<file path="src/rtl/sps_pkg.sv">
package sps_pkg;

  // True when a slot index falls inside the window [start, start+width)
  function automatic logic in_window(int slot, int start, int width);
    return (slot >= start) && (slot < start + width);
  endfunction

  // Next slot value; the count stops at the last slot until a new edge
  function automatic int next_slot(int slot, int last);
    return (slot >= last) ? last : slot + 1;
  endfunction

  // Gate value for the write wordline: the fresh input at the falling edge,
  // otherwise the value captured at that edge
  function automatic logic wr_gate(logic fall, logic we_in, logic we_held);
    return fall ? we_in : we_held;
  endfunction

endpackage

</file>
<file path="src/rtl/sps_phase.sv">
module sps_phase #(
  parameter int SLOTS = 8,
  localparam int SW = $clog2(SLOTS)
) (
  input  logic          clk,
  input  logic          rst,
  input  logic          sys_clk,
  output logic          sys_rise,
  output logic          sys_fall,
  output logic          seq_active,
  output logic          armed,
  output logic [SW-1:0] slot
);
  import sps_pkg::*;

  localparam int LAST = SLOTS - 1;

  logic          sys_q;
  logic [SW-1:0] slot_q;

  assign sys_rise   = sys_clk & ~sys_q;
  assign sys_fall   = ~sys_clk & sys_q;
  assign slot       = sys_rise ? '0 : slot_q;
  assign seq_active = armed | sys_rise;

  // The edge detector is left out of reset on purpose: a level seen at
  // release must not look like a fresh edge.
  always_ff @(posedge clk) sys_q <= sys_clk;

  always_ff @(posedge clk) begin
    if (rst) begin
      slot_q <= SW'(LAST);
      armed  <= 1'b0;
    end else begin
      slot_q <= SW'(next_slot(int'(slot), LAST));
      armed  <= seq_active;
    end
  end

endmodule

</file>
<file path="src/rtl/sps_pulse.sv">
module sps_pulse #(
  parameter int   SW      = 3,
  parameter int   START   = 0,
  parameter int   WIDTH   = 1,
  parameter logic IDLE    = 1'b0
) (
  input  logic          clk,
  input  logic          rst,
  input  logic          active,
  input  logic          gate,
  input  logic [SW-1:0] slot,
  output logic          pulse
);
  import sps_pkg::*;

  logic hit;
  assign hit = in_window(int'(slot), START, WIDTH) & gate;

  always_ff @(posedge clk) begin
    if (rst)          pulse <= IDLE;
    else if (!active) pulse <= IDLE;
    else              pulse <= hit;
  end

endmodule

</file>
<file path="src/rtl/sps_capture.sv">
module sps_capture #(
  parameter int W = 8
) (
  input  logic         clk,
  input  logic         rst,
  input  logic         load,
  input  logic [W-1:0] d,
  output logic [W-1:0] q
);
  always_ff @(posedge clk) begin
    if (rst)       q <= '0;
    else if (load) q <= d;
  end
endmodule

</file>
<file path="src/rtl/sram_pulse_seq.sv">
module sram_pulse_seq #(
  parameter int AW         = 4,
  parameter int DW         = 8,
  parameter int NRD        = 2,
  parameter int SLOTS      = 8,
  parameter int RWL_START  = 0,
  parameter int RWL_W      = 2,
  parameter int SAE_START  = 2,
  parameter int SAE_W      = 1,
  parameter int WDRV_START = 3,
  parameter int WDRV_W     = 3,
  parameter int WWL_START  = 4,
  parameter int WWL_W      = 2,
  parameter int PCH_START  = 6,
  parameter int PCH_W      = 2,
  localparam int SW = $clog2(SLOTS)
) (
  input  logic              clk,
  input  logic              rst,
  input  logic              sys_clk,
  input  logic [NRD*AW-1:0] raddr,
  input  logic              we,
  input  logic [AW-1:0]     waddr,
  input  logic [DW-1:0]     wdata,
  output logic              rd_wl_en,
  output logic              col_en,
  output logic              sae_en,
  output logic              wdrv_en,
  output logic              wr_wl_en,
  output logic              pch_n,
  output logic [NRD*AW-1:0] raddr_q,
  output logic [AW-1:0]     waddr_q,
  output logic [DW-1:0]     wdata_q
);
  import sps_pkg::*;

  // Named internal events, visible to the bound checker
  logic          sys_rise, sys_fall, seq_active, seq_armed;
  logic [SW-1:0] cur_slot;
  logic          we_q, wwl_gate, pch_pulse;

  sps_phase #(.SLOTS(SLOTS)) u_phase (
    .clk(clk), .rst(rst), .sys_clk(sys_clk),
    .sys_rise(sys_rise), .sys_fall(sys_fall),
    .seq_active(seq_active), .armed(seq_armed), .slot(cur_slot)
  );

  // Read addresses: one capture register per read port
  for (genvar p = 0; p < NRD; p++) begin : g_rd
    sps_capture #(.W(AW)) u_cap (
      .clk(clk), .rst(rst), .load(sys_rise),
      .d(raddr[p*AW +: AW]), .q(raddr_q[p*AW +: AW])
    );
  end

  sps_capture #(.W(1 + AW + DW)) u_wcap (
    .clk(clk), .rst(rst), .load(sys_fall),
    .d({we, waddr, wdata}), .q({we_q, waddr_q, wdata_q})
  );

  assign wwl_gate = wr_gate(sys_fall, we, we_q);

  sps_pulse #(.SW(SW), .START(RWL_START), .WIDTH(RWL_W), .IDLE(1'b0)) u_rwl (
    .clk(clk), .rst(rst), .active(seq_active), .gate(1'b1),
    .slot(cur_slot), .pulse(rd_wl_en)
  );

  sps_pulse #(.SW(SW), .START(SAE_START), .WIDTH(SAE_W), .IDLE(1'b0)) u_sae (
    .clk(clk), .rst(rst), .active(seq_active), .gate(1'b1),
    .slot(cur_slot), .pulse(sae_en)
  );

  sps_pulse #(.SW(SW), .START(WDRV_START), .WIDTH(WDRV_W), .IDLE(1'b0)) u_wdrv (
    .clk(clk), .rst(rst), .active(seq_active), .gate(1'b1),
    .slot(cur_slot), .pulse(wdrv_en)
  );

  sps_pulse #(.SW(SW), .START(WWL_START), .WIDTH(WWL_W), .IDLE(1'b0)) u_wwl (
    .clk(clk), .rst(rst), .active(seq_active), .gate(wwl_gate),
    .slot(cur_slot), .pulse(wr_wl_en)
  );

  // Precharge idles active (pulse high) so the bit lines sit charged
  sps_pulse #(.SW(SW), .START(PCH_START), .WIDTH(PCH_W), .IDLE(1'b1)) u_pch (
    .clk(clk), .rst(rst), .active(seq_active), .gate(1'b1),
    .slot(cur_slot), .pulse(pch_pulse)
  );

  assign pch_n  = ~pch_pulse;
  assign col_en = rd_wl_en;

endmodule

</file>
<file path="config.mk">
export PLATFORM = sky130hd
export DESIGN_NAME = sram_pulse_seq
export DESIGN_NICKNAME = d
export VERILOG_FILES = /design/src/rtl/sps_pkg.sv /design/src/rtl/sps_phase.sv /design/src/rtl/sps_pulse.sv /design/src/rtl/sps_capture.sv /design/src/rtl/sram_pulse_seq.sv
export SDC_FILE = /design/constraint.sdc
export NUM_CORES = 1
export LEC_CHECK = 0
export CAP_MARGIN = 20
export CORE_MARGIN = 10
export CORE_UTILIZATION = 35
export CTS_CLUSTER_SIZE = 24
export DETAILED_ROUTE_END_ITERATION = 10
export DONT_BUFFER_PORTS = 1
export PLACE_DENSITY = 0.58
export SKIP_LAST_GASP = 1
export SLEW_MARGIN = 30
export SYNTH_ARGS = -nofsm -noshare
export SYNTH_HDL_FRONTEND = slang
export SYNTH_SLANG_ARGS = --single-unit
</file>
<file path="constraint.sdc">
create_clock -name clk -period 2.85 [get_ports clk]
set_clock_uncertainty 0.15 [all_clocks]
set_input_delay 0.285 -clock clk [delete_from_list [all_inputs] [get_ports clk]]
set_output_delay 0.285 -clock clk [all_outputs]
set_load 0.05 [all_outputs]
</file>
==> results of run 1 <==
cells in the final DEF (no fill, tap or decap), drive strengths merged:
cell         synthesis  final
buf                  5      2
a21boi               1      1
and2                 2      2
a21oi               22     22
nand2b               3      3
inv                  5      5
nor2                 3      3
o21bai               1      1
a31oi                1      1
dfxtp               31     31
clkbuf               3      6
nand3b               1      1
nor2b                2      2
and2b                1      1
a311oi               1      1
a211oi               1      1
or4                  1      1
nand2               47     47
clkinvlp             0      1
clkinv               0      1
nand4b               1      1
dlygate4sd3          0     22
nand3                1      1
ha                   5      5
kinds of logic after synthesis:
kind of cell | after synthesis | share of synthesized area
DFF | 31 | 0.529
buffers and inverters | 13 | 0.0512
adders and majority gates | 5 | 0.0533
and+or+nand+nor | 62 | 0.241
AOI/OAI and AO/OA | 27 | 0.126
registers in the layout (all words and copies together) (netlist names):
signal,count
u_pch.pulse,1
u_rwl.pulse,1
g_rd.u_cap.q,8
u_wdrv.pulse,1
u_sae.pulse,1
u_phase.armed,1
u_wwl.pulse,1
u_phase.sys_q,1
u_phase.slot_q,3
u_wcap.q,13
final cells by class:
| class | instances | share of cell area |
|---|---|---|
| Clock buffer | 6 | 0.0280 |
| Clock inverter | 2 | 0.00849 |
| Inverter | 5 | 0.0127 |
| Multi-Input combinational cell | 94 | 0.334 |
| Sequential cell | 31 | 0.421 |
| Tap cell | 44 | 0.0374 |
| Timing Repair Buffer | 24 | 0.158 |
metal layers:
metal | vias up | share of wire | global-route usage
li1 | 491 | - | -
met1 | 429 | 0.42 | 0.112
met2 | 39 | 0.46 | 0.147
met4 | 0 | 0.016 | 0.0430
met3 | 7 | 0.11 | 0.0541
met5 | - | 0 | 0
repair_timing:
action	CTS	global route
gates resized for setup	0	0
hold buffers	23	0
hold endpoints to repair	30	0
worst paths after layout:
kind / endpoint / slack (ns) / depth (start not counted)
setup / recovery: u_phase.slot_q[0]$_SDFF_PP1_ / 0.87 / 5
hold / removal: u_rwl.pulse$_SDFF_PP0_ / 0.11 / 2
setup reg to reg: u_phase.slot_q[0]$_SDFF_PP1_ / 0.87 / 5
hold reg to reg: u_wcap.q[12]$_SDFFE_PP0N_ / 0.32 / 2
worst max-delay path, stage by stage (launching register included):
cell and delay, ns:
dfxtp_1 0.34, nand2b_4 0.23, and2_1 0.21, ha_1 0.21, ha_1 0.20, or4_1 0.52
metrics by stage:
stage          cells  hold slack (ns)  worst slack [ns]
6_report         206            0.107             0.870
5_1_grt          206           0.0998             0.815
4_1_cts          206           0.0903             0.779
3_5_place_dp     175            0.163             0.881
3_3_place_gp     175            0.163             0.952
2_1_floorplan    138            0.163             0.886
power groups by stage:
stage / Combinational [mW] / Clock [mW] / Sequential [mW]
2_1_floorplan: 0.0613 / 0 / 0.527
3_3_place_gp: 0.0595 / 0 / 0.535
3_5_place_dp: 0.0632 / 0 / 0.535
4_1_cts: 0.0942 / 0.253 / 0.525
5_1_grt: 0.106 / 0.275 / 0.528
6_report: 0.0933 / 0.238 / 0.524
==> metrics.md, run 1 <==
| Metric | Value |
|---|---|
| Dpl cell area | 1190 µm² |
| Drt first-iter violations | 53 |
| Remaining DRCs | 0 |
| FFs w/ async S/R, synth | 0 |
| Syn Inst Count | 138 |
| Crit path DAT | 2.03 ns |
| Seq pwr share | 0.613 |
| Post-synth EDFFs | 0 |
| Power Total | 856 µW |
| Clock root cell | clkbuf_4 |
| CP Launch Type | flip-flop |
| Slew Limit Fails | 0 |
| Sw Pwr | 261 µW |
| Setup Viol. Count Final | 0 |
| Hold_sp | sys_clk |
| CP Capture Type | flip-flop |
| Synth Area per Inst | 8.50 µm² |
| Switching power share of the total | 0.305 |
| Overall routing resource usage | 0.0980 |
| Synth area leader | dfxtp_1 |
| Final min period | 1.98 ns |
| GRT overflow | 0 |
| Distinct cells, synth | 24 |
| Reg clk slew, reported paths | 0.10 ns |
| Final wirelength | 2960 µm |
| DP Wirelength | 2090 µm |
| Clock Sinks | 31 |
| Finished Core Util | 0.471 |
| Final Hold Fails | 0 |
| Die span in x | 77.9 µm |
| Combinational share of power | 0.109 |
| Multi-input gate area | 493 µm² |
| Worst Path Required | 2.90 ns |
| Gpl congestion | 0.695 |
| Initial antenna violation count | 0 |
| Vias | 966 |
| #FFs+latches synth | 31 |
| Share of layout cells above drive strength 1 | 0.0679 |
| Clock Tree Buf Depth | 2 |
| Sequential share of the synthesized area | 0.529 |
| CP Launch Point | u_phase.sys_q$_DFF_P_ |
| DRT antenna net count | 0 |
| Outcome | completed |
| CTS tree | built |
| Yosys Warn Count | 0 |
| Vias per Instance | 4.69 |
| Initial Util | 0.375 |
| CTS Buf Count | 5 |
| # diodes | 0 |
| Die ar. | 6070 µm² |
| Internal Power | 594 µW |
| HP Class | in -> reg |
| Leakage | 0.584 nW |
| Count leader, synth | nand2_1 |
| Number of setup buffers added after CTS | 0 |
| Post-route design area | 1470 µm² |
| Critical R2R Launch | u_phase.sys_q$_DFF_P_ |
| Most area-consuming cells after synthesis | dfxtp_1, nand2_1, a21oi_1 |
| Boundary Pins | 50 |
| Final period util | 0.695 |
| Top cell type's share of synthesized area | 0.529 |
| Max Cap Viol | 0 |
| Core area | 3130 µm² |
| Power Density | 581 nW/µm² |
| First-pass GRT wire length | 4870 µm |
| Synth-to-Final Area Change | 25.6% |
| Slew HR | 0.362 |
| Clock latency on the worst-skew pair | 0.32 ns |
| RSZ-0062 raised after global routing | false |
| Top_reg_cell synth | dfxtp_1 |
| Setup TNS | 0 ns |
| # port buffers | 0 |
| Wire length per cell | 14.4 µm |
| Row Count | 20 |
| DRT Pass-1 Iters | 4 |
| Pin count of the biggest net entering global routing | 28 |
| Post-synth top cells | nand2_1, dfxtp_1, a21oi_1 |
| Worst vdd ir | 0.000282 V |
| Vias in the first global route | 991 |
| H-tree depth | 2 |
| CP max FO | 15 |
| # nets final | 190 |
| Clock share of power | 0.278 |
| Seq. cell area | 621 µm² |
| Syn_nets | 167 |
| Die Ht | 77.9 µm |
| Fmax | 505 MHz |
| Fillers | 307 |
| Synthesized area | 1170 µm² |
| Worst-Margin Slew | 0.955 ns |
| Crit Path Category | reg -> reg |
(Power assumes the default switching activity.)
==> inputs of run 2 (changes only) <==
==> constraint.sdc (replaced) <==
create_clock -name clk -period 2.04 [get_ports clk]
set_clock_uncertainty 0.15 [all_clocks]
set_input_delay 0.204 -clock clk [delete_from_list [all_inputs] [get_ports clk]]
set_output_delay 0.204 -clock clk [all_outputs]
set_load 0.05 [all_outputs]
==> run 2 against run 1 <==
Hold slack got worse by 0.087 ns. Sequential cell count unchanged. Routed wire length increased by 0.88%. Sequential share of layout area decreased by 0.39 points. Cell count increased by 0.97%. Worst setup slack got worse by 0.77 ns. First-iteration DRC count increased by 53%. Global-route usage increased by 0.50 points. Die area unchanged. Core utilization increased by 0.44 points. Sequential power increased by 39%. Critical path type unchanged.
==> metrics.md, run 2 (synthesis gave the netlist of run 1 again) <==
| Metric | Value |
|---|---|
| Outcome | completed |
| Overall routing resource usage | 0.103 |
| RSZ-0062 raised after global routing | false |
| DRT antenna net count | 0 |
| Vias | 992 |
| Setup Viol. Count Final | 0 |
| Core area | 3130 µm² |
| CP max FO | 7 |
| First-pass GRT wire length | 4990 µm |
| H-tree depth | 2 |
| Worst-Margin Slew | 0.532 ns |
| Die span in x | 77.9 µm |
| Worst Path Required | 2.09 ns |
| Non-Filler Instances | 208 |
| CP Capture Type | flip-flop |
| Commonest non-fill, non-tap cells in the layout | nand2_1, dfxtp_1, a21oi_1, dlygate4sd3_1 |
| Worst vdd ir | 0.000412 V |
| CTS Buf Count | 5 |
| Initial Util | 0.375 |
| Pin count of the biggest net entering global routing | 28 |
| Final Hold Fails | 0 |
| Die Ht | 77.9 µm |
| Placed cells | 177 |
| Power Density | 805 nW/µm² |
| Crit Path Category | reg -> reg |
| Max FFs per register | 13 |
| # port buffers | 0 |
| Setup TNS | 0 ns |
| Final wirelength | 2990 µm |
| Die ar. | 6070 µm² |
| Uppermost layer routed | met4 |
| Detail Route met3 WL | 313 µm |
| Reg clk slew, reported paths | 0.09 ns |
| Final period util | 0.950 |
| Power Total | 1.20 mW |
| Remaining DRCs | 0 |
| Max Cap Viol | 0 |
| CTS tree | built |
| Leakage | 0.604 nW |
| Vias per Instance | 4.77 |
| Top Registers | u_wcap.q: 13 flops, g_rd.u_cap.q: 8 flops, u_phase.slot_q: 3 flops |
| Clock root cell | clkbuf_4 |
| Post-route design area | 1490 µm² |
| Vias in the first global route | 1043 |
| Boundary Pins | 50 |
| Slew Limit Fails | 0 |
| Clock Tree Buf Depth | 2 |
| DRT Pass-1 Iters | 4 |
| # nets final | 192 |
| HP Class | in -> reg |
| Clock Sinks | 31 |
| DP Wirelength | 2170 µm |
| Gpl congestion | 0.746 |
| Biggest register | u_wcap.q |
| Drt first-iter violations | 81 |
| Crit path DAT | 1.98 ns |
| Wire length per cell | 14.4 µm |
| # diodes | 0 |
| CP Launch Type | flip-flop |
| Initial antenna violation count | 0 |
| Routed met1 length | 1180 µm |
| Fillers | 298 |
| Final min period | 1.94 ns |
| Fmax | 516 MHz |
| Dpl cell area | 1210 µm² |
| Row Count | 20 |
| Most common cell after layout, fill and taps aside | nand2_1 |
| Share of layout cells above drive strength 1 | 0.0732 |
| Slew HR | 0.645 |
| WL met2 | 1450 µm |
| Synth-to-Final Area Change | 26.8% |
| Clock latency on the worst-skew pair | 0.32 ns |
| GRT overflow | 0 |
==> run 2: cell count changes in the layout (fill, tap and decap cells not counted), sizes merged <==
cell	before	now
dlygate4sd3	22	21
clkbuf	6	7
buf	2	4
dlymetal6s4s	0	1
clkinvlp	1	0
==> run 2: metal layers <==
layer / vias up / track usage
li1: 497 / -
met1: 453 / 0.104
met2: 37 / 0.164
met3: 5 / 0.0622
met4: 0 / 0.0538
met5: - / 0
==> run 2: final cells by class <==
class / instances / area, µm² / area share
Clock inverter: 1 / 5.00 / 0.00336
Timing Repair Buffer: 26 / 250 / 0.168
Tap cell: 44 / 55.1 / 0.0370
Clock buffer: 7 / 45.0 / 0.0303
Inverter: 5 / 18.8 / 0.0126
Sequential cell: 31 / 621 / 0.417
Multi-Input combinational cell: 94 / 493 / 0.331
==> run 2: path summary, 6_finish.rpt <==
kind,start,to,slack (ns),depth (start not counted)
max,u_phase.sys_q$_DFF_P_,u_phase.slot_q[0]$_SDFF_PP1_,0.10,5
min,sys_clk,u_phase.sys_q$_DFF_P_,0.02,1
max reg2reg,u_phase.sys_q$_DFF_P_,u_phase.slot_q[0]$_SDFF_PP1_,0.10,5
min reg2reg,u_wcap.q[12]$_SDFFE_PP0N_,u_wcap.q[12]$_SDFFE_PP0N_,0.32,2
==> run 2: through the flow <==
step | util | worst slack (ns) | hold slack [ns]
finish | 0.476 | 0.103 | 0.0199
global placement | 0.387 | 0.209 | 0.0824
global route | 0.476 | 0.0260 | 0.0111
floorplan | - | 0.0760 | 0.0817
detailed placement | 0.387 | 0.136 | 0.0825
CTS | 0.476 | 0.0416 | 0.0629
==> run 2: worst max-delay path, stage by stage, from the launching register on <==
cell,delay (ns)
dfxtp_1,0.34
nand2b_4,0.18
and2_1,0.20
ha_1,0.22
ha_1,0.20
or4_1,0.52
==> run 2: timing repair <==
item	CTS	global route
hold buffers	23	0
setup endpoints to repair	0	1
hold endpoints to repair	31	0
gates resized for setup	0	1
setup buffers	0	0
==> run 2: where the power goes <==
| group | internal (mW) | switching (mW) |
|---|---|---|
| clock network | 0.134 | 0.195 |
| registers | 0.635 | 0.0915 |
| logic | 0.0662 | 0.0753 |
| total | 0.835 | 0.362 |
